[config.mk]
export PLATFORM = sky130hd
export DESIGN_NAME = ber_flag_monitor
export DESIGN_NICKNAME = d
export VERILOG_FILES = /design/src/rtl/ber_flag_monitor.sv
export SDC_FILE = /design/constraint.sdc
export NUM_CORES = 1
export LEC_CHECK = 0
export BUFFER_PORTS_ARGS = -buffer_cell sky130_fd_sc_hd__buf_2
export CAP_MARGIN = 20
export CORE_MARGIN = 2
export CORE_UTILIZATION = 40
export DETAILED_ROUTE_END_ITERATION = 6
export PLACE_DENSITY = 0.61
export SLEW_MARGIN = 10
export SYNTH_ARGS = -nofsm -noshare
export SYNTH_HDL_FRONTEND = slang
export SYNTH_SLANG_ARGS = --single-unit
[constraint.sdc]
create_clock -name clk -period 4.9 [get_ports clk]
set_input_delay 1.47 -clock clk [delete_from_list [all_inputs] [get_ports clk]]
set_output_delay 1.47 -clock clk [all_outputs]
set_load 0.05 [all_outputs]
[src/rtl/ber_flag_monitor.sv]
module ber_flag_monitor #(
  parameter int WIN_BITS    = 65536,
  parameter int TH0         = 33,
  parameter int TH1         = 66,
  parameter int TH2         = 131,
  parameter int TH3         = 262,
  parameter int CLR_WINDOWS = 5,
  localparam int BW = $clog2(WIN_BITS),
  localparam int CW = $clog2(TH3 + 1),
  localparam int QW = $clog2(CLR_WINDOWS + 1)
) (
  input  logic          clk,
  input  logic          rst,
  input  logic          bit_valid,
  input  logic          mid_sample,
  input  logic          edge_sample,
  input  logic [1:0]    rate_sel,
  output logic          ber_flag,
  output logic [CW-1:0] win_count,
  output logic          win_done
);

  logic [BW-1:0] bit_cnt;
  logic [CW-1:0] err_cnt;
  logic [QW-1:0] qual;
  logic [1:0]    sel_q;
  logic          prev_mid, prev_ok;
  logic [CW-1:0] th_set, th_clr;

  wire err_hit  = bit_valid && prev_ok && (mid_sample == prev_mid) && (edge_sample != mid_sample);
  wire last_bit = bit_valid && (bit_cnt == BW'(WIN_BITS - 1));
  wire [CW-1:0] cnt_next = (err_hit && (err_cnt < CW'(TH3))) ? err_cnt + 1'b1 : err_cnt;
  wire set_now   = cnt_next >= th_set;
  wire clean_win = cnt_next < th_clr;

  always_comb begin
    case (sel_q)
      2'd0:    th_set = CW'(TH0);
      2'd1:    th_set = CW'(TH1);
      2'd2:    th_set = CW'(TH2);
      default: th_set = CW'(TH3);
    endcase
    th_clr = th_set >> 2;
  end

  always_ff @(posedge clk) begin
    if (rst) begin
      bit_cnt   <= '0;
      err_cnt   <= '0;
      qual      <= '0;
      sel_q     <= rate_sel;
      prev_mid  <= 1'b0;
      prev_ok   <= 1'b0;
      ber_flag  <= 1'b0;
      win_count <= '0;
      win_done  <= 1'b0;
    end else begin
      win_done <= last_bit;
      prev_ok  <= bit_valid;
      if (bit_valid) prev_mid <= mid_sample;
      if (bit_valid) begin
        if (last_bit) begin
          bit_cnt   <= '0;
          err_cnt   <= '0;
          win_count <= cnt_next;
          sel_q     <= rate_sel;
        end else begin
          bit_cnt <= bit_cnt + 1'b1;
          err_cnt <= cnt_next;
        end
      end
      if (set_now) begin
        ber_flag <= 1'b1;
        qual     <= '0;
      end else if (last_bit) begin
        if (ber_flag && clean_win) begin
          if (qual == QW'(CLR_WINDOWS - 1)) begin
            ber_flag <= 1'b0;
            qual     <= '0;
          end else begin
            qual <= qual + 1'b1;
          end
        end else begin
          qual <= '0;
        end
      end
    end
  end

  a_r8_reset_clears: assert property (@(posedge clk)
    rst |=> (!ber_flag && win_count == '0 && !win_done));

  a_r3_done_single: assert property (@(posedge clk) disable iff (rst)
    win_done |=> !win_done);

  a_r4_no_overflow: assert property (@(posedge clk) disable iff (rst)
    (err_cnt <= CW'(TH3)) && (win_count <= CW'(TH3)));

  a_r5_rise_on_strobe: assert property (@(posedge clk) disable iff (rst)
    $rose(ber_flag) |-> $past(bit_valid));

  a_r9_fall_at_boundary: assert property (@(posedge clk) disable iff (rst)
    ($fell(ber_flag) && !$past(rst)) |-> win_done);

  a_r7_qual_bound: assert property (@(posedge clk) disable iff (rst)
    qual < QW'(CLR_WINDOWS));

endmodule

## Word-level counts from Yosys, hierarchy flattened

Cells that the tools add are included.

| operators by class | value |
|---|---|
| add/sub/neg operators | 3 |
| reduce and logical (&&, ||, !) cells | 16 |
| magnitude comparators | 3 |
| equal/unequal tests | 6 |
| multiplexer cells | 13 |

Operator list:

| cell | count |
|---|---|
| $pmux 9 s3 | 1 |
| $mux 9 | 2 |
| $add 16x1->16 const B | 1 |
| $eq 16x16->1 const B | 1 |
| $mux 16 | 1 |
| $reduce_bool 2->1 | 5 |
| $add 9x1->9 const B | 1 |
| $ge 9x9->1 | 1 |
| $lt 9x7->1 | 1 |
| $lt 9x9->1 const B | 1 |
| $logic_and 1x1->1 | 6 |
| $mux 2 | 3 |
| $mux 3 | 2 |
| $mux 1 | 4 |
| $reduce_and 2->1 | 2 |
| $add 3x1->3 const B | 1 |
| $eq 3x3->1 const B | 1 |
| $reduce_and 3->1 | 1 |
| $eq 2x1->1 const B | 1 |
| $eq 2x2->1 const B | 1 |
| $logic_not 2->1 | 1 |
| $reduce_or 2->1 | 1 |
| $eq 1x1->1 | 1 |
| $ne 1x1->1 | 1 |

| word-level totals | value |
|---|---|
| word-level logic and storage cells | 50 |
| flip-flop bits (word level) | 43 |
| input port bits | 7 |

## Logic depth before layout (Yosys ltp)

Gate-level depths: netlist of run 1.

| depth | value |
|---|---|
| depth after elaboration | 10 |
| gate-level depth with buffers | 14 |
| gate-level depth less buffers | 13 |

## Worst setup path before layout of run 1

Ideal clock, no wire load.

| path | value |
|---|---|
| path kind | input to register |
| from | in mid_sample |
| to | reg ber_flag |
| data required time | 4.766 ns |
| buffers on the path | 0 |
| setup time | 0.134 ns |
| slack | 0.892 ns |
| arrival | 3.874 ns |
| cell stages on the path | 12 |
| path through | or3b_4 > a21o_1 > nor3b_1 > xnor2_1 > inv_1 > ha_1 > a211oi_1 > nand4_1 > a211oi_2 > o211ai_1 > o21ai_1 > a21oi_1 |

| on the way | value |
|---|---|
| longest elaborated chain between the ends | 9 |
| elaborated cells between the ends (all ways) | 14 |
| those cells by class | 2 x order compare; 2 x eq/ne; 2 x mux; 8 x reduce/logical |

Ends and longest elaborated chain:

| what | line | text |
|---|---|---|
| start: declaration | 15 | `input logic mid_sample,` |
| $eq 1x1->1 | 30 | `wire err_hit = bit_valid && prev_ok && (mid_sample == prev_mid) && (edge_sample != mid_sample);` |
| $logic_and 1x1->1 | 30 |  |
| $logic_and 1x1->1 (*) | 30 |  |
| $logic_and 1x1->1 (*) | 32 | `wire [CW-1:0] cnt_next = (err_hit && (err_cnt < CW'(TH3))) ? err_cnt + 1'b1 : err_cnt;` |
| $mux 9 (*) | 32 |  |
| via cnt_next[3] | 32 |  |
| $lt 9x7->1 | 34 | `wire clean_win = cnt_next < th_clr;` |
| $logic_and 1x1->1 | 76 | `if (ber_flag && clean_win) begin` |
| $reduce_bool 2->1 (no line) | n/a |  |
| $reduce_and 3->1 (no line) | n/a |  |
| end signal: assignment | 54 | `ber_flag <= 1'b0;` |
| end signal: assignment | 73 | `ber_flag <= 1'b1;` |
| end signal: assignment | 78 | `ber_flag <= 1'b0;` |
| end: declaration | 18 | `output logic ber_flag,` |

Mark *: on every way through the listed nets, which the timed path passes. The rest lies on a longest branch.
A chain may end at the register's enable or synchronous reset.

## Worst setup path after layout of run 1

Same ends and word-level chain as after synthesis.

==> results of run 1 <==
==> cell usage after synthesis (3+ instances only) <==
cell type / count / area [µm²]
nor2_1: 45 / 169
dfxtp_1: 41 / 821
inv_1: 17 / 63.8
ha_1: 15 / 188
nand2_1: 15 / 56.3
xor2_1: 11 / 96.3
a211oi_1: 9 / 67.6
xnor2_1: 9 / 78.8
nand4_1: 8 / 50.1
a21oi_1: 7 / 35.0
nand3_1: 7 / 35.0
buf_2: 5 / 25.0
nand2b_1: 4 / 25.0
o21ai_1: 4 / 20.0
a21o_1: 3 / 22.5
and3_1: 3 / 18.8
nor2b_1: 3 / 18.8
nor3b_1: 3 / 22.5
o211ai_1: 3 / 22.5
==> state kept, by name (all words and copies together) (netlist names) <==
name	count
qual	3
sel_q	2
win_done	1
prev_ok	1
ber_flag	1
prev_mid	1
err_cnt	9
bit_cnt	16
win_count	9
==> power groups by stage <==
stage	clock network [mW]	logic, mW	registers, mW
finish	0.278	0.0467	0.361
global route	0.306	0.0534	0.362
CTS	0.288	0.0471	0.361
detailed placement	0	0.0468	0.369
global placement	0	0.0468	0.369
floorplan	0	0.0348	0.369
==> layer usage <==
layer	vias to the layer above	GRT usage	share of wire
met5	-	0	0
met4	0	0.0310	0.0033
met3	2	0.0511	0.034
met2	23	0.283	0.48
met1	813	0.197	0.48
li1	910	-	-
==> final timing paths <==
kind,endpoint,slack [ns],depth (start not counted),from
hold / removal,qual[0]$_SDFFE_PP0P_,0.50,2,qual[0]$_SDFFE_PP0P_
hold reg to reg,qual[0]$_SDFFE_PP0P_,0.50,2,qual[0]$_SDFFE_PP0P_
setup reg to reg,qual[0]$_SDFFE_PP0P_,1.54,12,err_cnt[4]$_SDFFE_PP0P_
setup / recovery,ber_flag$_SDFFE_PP0P_,0.66,13,mid_sample
==> cell usage in the layout, fill, tap and decap left out, types with 3 or more instances in the layout <==
master,synthesis,routed
and3_1,3,3
nand2_1,15,15
nand2b_1,4,4
xor2_1,11,11
a211oi_1,9,9
dfxtp_1,41,41
inv_1,17,17
nor3b_1,3,3
xnor2_1,9,9
o211ai_1,3,3
a21oi_1,7,7
nand3_1,7,7
buf_4,0,3
nand4_1,8,8
a21o_1,3,3
clkbuf_8,0,5
nor2_1,45,45
buf_2,5,17
ha_1,15,15
o21ai_1,4,4
nor2b_1,3,3
==> final cells by class <==
cell class,count,area [µm²],share of cell area
Multi-Input combinational cell,185,1260,0.502
Sequential cell,43,881,0.350
Timing Repair Buffer,20,108,0.0427
Tap cell,72,90.1,0.0357
Clock buffer,5,68.8,0.0273
Inverter,17,63.8,0.0253
Clock inverter,3,43.8,0.0174
==> cell families after synthesis <==
| family | synth area share |
|---|---|
| AOI/OAI and AO/OA | 0.151 |
| xor gates and xnor gates | 0.0776 |
| adders and majority gates | 0.0831 |
| buffers and inverters | 0.0493 |
| DFF | 0.390 |
| muxes | 0.00887 |
| and+or+nand+nor | 0.239 |
==> metrics by stage <==
step	total power [mW]	utilization	setup WS (ns)	area, µm²
floorplan	0.404	-	0.892	2260
global placement	0.416	0.440	0.322	2410
detailed placement	0.416	0.440	0.318	2410
CTS	0.696	0.460	0.649	2520
global route	0.722	0.460	0.410	2520
finish	0.685	0.460	0.656	2520
==> worst max-delay path: cells and delay by family <==
family / cells / cell delay (ns)
and+or+nand+nor: 3 / 0.82
buffers and inverters: 2 / 0.21
AOI/OAI and AO/OA: 6 / 1.40
xor gates and xnor gates: 1 / 0.30
adders and majority gates: 1 / 0.23
==> flow_summary.ini, run 1 <==
[outcome]
status = complete, no violations

[grt]
antenna_found_initial = 0
grt_pass1_vias = 1718
track_usage = 0.162
grt_pass1_wl_mm = 7.88
grt_max_degree = 20
grt-ovfl-total = 0

[layout]
drive_gt1_frac = 0.158
final_nets = 294
diodes = 0
num-fill-cells = 566
fin_cells = 345
syn_to_final_growth_pct = 11.6

[clock_network]
cts_buffers = 5
post_cts_resized = 0
root_buffer = clkbuf_8
post_cts_buffers = 0
clock_sinks = 43
h-tree-depth = 2
path_clk_slew_ns = 0.09
clk_latency_ns = 0.30
clock_path_buffers = 2
cts_tree = yes
postCtsHoldBufs = 0

[worst_setup_path]
cp.arrival_ns = 4.43
crit_chain = buf_2 > or3b_4 > a21o_1 > nor3b_1 > xnor2_1 > inv_1 > ha_1 > a211oi_1 > nand4_1 > a211oi_2 > o211ai_1 > o21ai_1 > a21oi_1
worstPathMaxFanout = 5
critPathKind = in -> reg
cp.required_ns = 5.08
worstSetupEndpointType = flop
cpPeakStageDelay_ns = 0.43
startpoint_type = input port
slowest_stage = a211oi_1

[timing]
grt_setup_unrepaired = false
finalSetupViolations = 0
fin_skew_ns = 0.0101
slew_violations = 0
final.min_clock_period_ns = 4.24
finalHoldViolations = 0
fmax_mhz = 236
tns_ns = 0
relSlewSlack = 0.499
fin_crit_sh = 0.866
tightest_slew_ns = 0.749
hold_ws_ns = 0.496

[power]
combPwrFrac = 0.068
switching_share = 0.231
clkPwrFrac = 0.405
p_sw_uw = 158
p_leak_nw = 1.05
ir_drop_uv = 142
p_seq_frac = 0.526
internal-power_uw = 527
powerDensity_nw_per_um2 = 272

[die]
rows = 27
pin_count = 18
dieWidth_um = 79.1
initial_utilization = 0.412
core_um2 = 5470
die_area_um2 = 6260
die_h_um = 79.1

[routing]
wl_per_cell_um = 13.4
drt_iter0_drc = 45
drt-total-wl_mm = 4.61
vias = 1748
drc = 0
first_pass_iters = 4
ant_nets = 0
routed_via_density = 5.07

[synth]
synth_edf_count = 2
ys.flop_type = dfxtp_1
ys_types = 52
syn_area_um2 = 2260
mappedNetlistNets = 275
yosysWarnings = 0
ys_seq_elements = 43
synthCells = 253
ys_async_sr_fraction = 0
synth.avg_cell_area_um2 = 8.92
yosysSeqAreaShare = 0.390

[placed_design]
gp_congestion = 0.852
hpwl_mm = 3.47
port_buffers = 17
dp.cells = 337

[hold_path]
hp-class = reg -> reg

[flow_run]
cap_violations = 0
Power figures use the tool's default switching activity.
==> run 2: changes to the inputs <==
--- a/config.mk
+++ b/config.mk
@@ -7,8 +7,9 @@
 export LEC_CHECK = 0
 export BUFFER_PORTS_ARGS = -buffer_cell sky130_fd_sc_hd__buf_2
 export CAP_MARGIN = 20
-export CORE_MARGIN = 2
+export CORE_MARGIN = 8
 export CORE_UTILIZATION = 40
+export CTS_BUF_LIST = sky130_fd_sc_hd__clkbuf_8
 export DETAILED_ROUTE_END_ITERATION = 6
 export PLACE_DENSITY = 0.61
 export SLEW_MARGIN = 10
==> run 2 against run 1 <==
Effect of this change: register-to-register slack got worse by 0.07 ns; sequential power about the same; clock power increased by 5%; utilization increased by 0.091 points; via count increased by 1.3%; worst hold slack improved by 0.0036 ns; maximum frequency decreased by 0.71%; sequential share of layout area decreased by 0.069 points; final area increased by 0.20%.
==> flow_summary.ini, run 2 (synthesis results as in run 1) <==
[placed_design]
gp_congestion = 0.794
place_area_um2 = 2410
pre_cts_slack_ns = 0.307
port_buffers = 17
dp.cells = 337
hpwl_mm = 3.56

[timing]
tns_ns = 0
grt_setup_unrepaired = false
finalSetupViolations = 0
fin_skew_ns = 0.00815
fin_crit_sh = 0.872
fmax_mhz = 234
slew_violations = 0
finalHoldViolations = 0
tightest_slew_ns = 0.742
relSlewSlack = 0.504
final.min_clock_period_ns = 4.27
fin_ws_ns = 0.626

[worst_setup_path]
cp.arrival_ns = 4.45
cpPeakStageDelay_ns = 0.44
critPathBufInv = 2
worstPathMaxFanout = 5
slowest_stage = a211oi_1
cp_top_family = compound AO/OA/AOI/OAI gates
r2r-start = err_cnt[4]$_SDFFE_PP0P_
worstSetupEndpointType = flop
crit_chain = buf_2 > or3b_4 > a21o_1 > nor3b_1 > xnor2_1 > inv_1 > ha_1 > a211oi_1 > nand4_1 > a211oi_2 > o211ai_1 > o21ai_1 > a21oi_1
timing.rr.end = qual[0]$_SDFFE_PP0P_
critPathKind = in -> reg
cp.required_ns = 5.08
startpoint_type = input port
reg2reg_depth = 12
startpoint = mid_sample
rrSetupSlack_ns = 1.47

[clock_network]
post_cts_buffers = 0
clock_sinks = 43
cts_tree = yes
clock_path_buffers = 2
clk_latency_ns = 0.30
post_cts_resized = 0
postCtsHoldBufs = 0
h-tree-depth = 2
root_buffer = clkbuf_8
path_clk_slew_ns = 0.09
cts_buffers = 5

[grt]
grt_pass1_wl_mm = 8.09
grt_max_degree = 20
antenna_found_initial = 0
grt_pass1_vias = 1778
track_usage = 0.119
grt-ovfl-total = 0

[layout]
largest_reg_flops = 16
syn_to_final_growth_pct = 11.9
num-fill-cells = 547
diodes = 0
regMostFlops = bit_cnt
fin_area_um2 = 2520
final_cell_mix = 45 x nor2_1, 41 x dfxtp_1, 17 x inv_1, 17 x buf_2
reg_top3 = bit_cnt: 16 flops, err_cnt: 9 flops, win_count: 9 flops
final_common_cell = nor2_1
drive_gt1_frac = 0.158
fin_cells = 345
final_nets = 294

[die]
rows = 27
die_h_um = 91.1
pin_count = 18
die_area_um2 = 8300
dieWidth_um = 91.1
core_um2 = 5470
initial_utilization = 0.412

[routing]
drt-total-wl_mm = 4.67
first_pass_iters = 4
ant_nets = 0
routed_via_density = 5.13
drc = 0
drt_iter0_drc = 78
wl_per_cell_um = 13.5
vias = 1770

[hold_path]
hold_depth = 2
worstHoldStart = win_count[3]$_SDFFE_PP0P_
hp-class = reg -> reg
holdPathEnd = win_count[3]$_SDFFE_PP0P_

[power]
p_leak_nw = 1.05
powerDensity_nw_per_um2 = 277
ir_drop_uv = 99.8

[outcome]
status = complete, no violations

[flow_run]
cap_violations = 0
run 2: changes by cell type in the layout (fill, tap and decap cells not counted), sizes merged:
cell    delta
clkinv     -1
clkbuf     +1
run 2: metal layers:
| metal | global-route usage | vias to the layer above | wire length, µm |
|---|---|---|---|
| met5 | 0 | - | 0 |
| li1 | - | 914 | - |
| met1 | 0.134 | 818 | 2120 |
| met3 | 0.0313 | 10 | 191 |
| met4 | 0.0628 | 0 | 94 |
| met2 | 0.204 | 28 | 2260 |
run 2: where the power goes:
| part | total, mW | switching (mW) | internal [mW] | leakage (nW) |
|---|---|---|---|---|
| logic | 0.0469 | 0.0279 | 0.0191 | 0.641 |
| registers | 0.361 | 0.00424 | 0.357 | 0.351 |
| clock network | 0.291 | 0.126 | 0.165 | 0.0612 |
run 2: final cells by class:
cell class                      count  area [µm²]  share of cell area
Clock buffer                        6        82.6              0.0327
Clock inverter                      2        35.0              0.0139
Inverter                           17        63.8              0.0253
Multi-Input combinational cell    185        1260               0.501
Sequential cell                    43         881               0.349
Tap cell                           72        90.1              0.0357
Timing Repair Buffer               20         108              0.0426
run 2: how the worst max path moves through the flow:
stage                     slack (ns)                     to  depth (start not counted)
after floorplan                 0.89  ber_flag$_SDFFE_PP0P_                         12
after global placement          0.30  ber_flag$_SDFFE_PP0P_                         13
after detailed placement        0.31  ber_flag$_SDFFE_PP0P_                         13
after CTS                       0.63  ber_flag$_SDFFE_PP0P_                         13
after global routing            0.45  ber_flag$_SDFFE_PP0P_                         13
final                           0.63  ber_flag$_SDFFE_PP0P_                         13
run 2: per-stage QoR:
step,util,hold WS (ns),power (mW)
5_1_grt,0.461,0.523,0.729
2_1_floorplan,-,0.454,0.404
6_report,0.461,0.500,0.699
3_5_place_dp,0.440,0.490,0.416
3_3_place_gp,0.440,0.480,0.415
4_1_cts,0.461,0.505,0.708
run 2: tightest hold or removal path: cells and delay by family (launching register included):
family	cells	cell delay (ns)
AOI/OAI and AO/OA	1	0.05
DFF	1	0.32
and+or+nand+nor	1	0.09
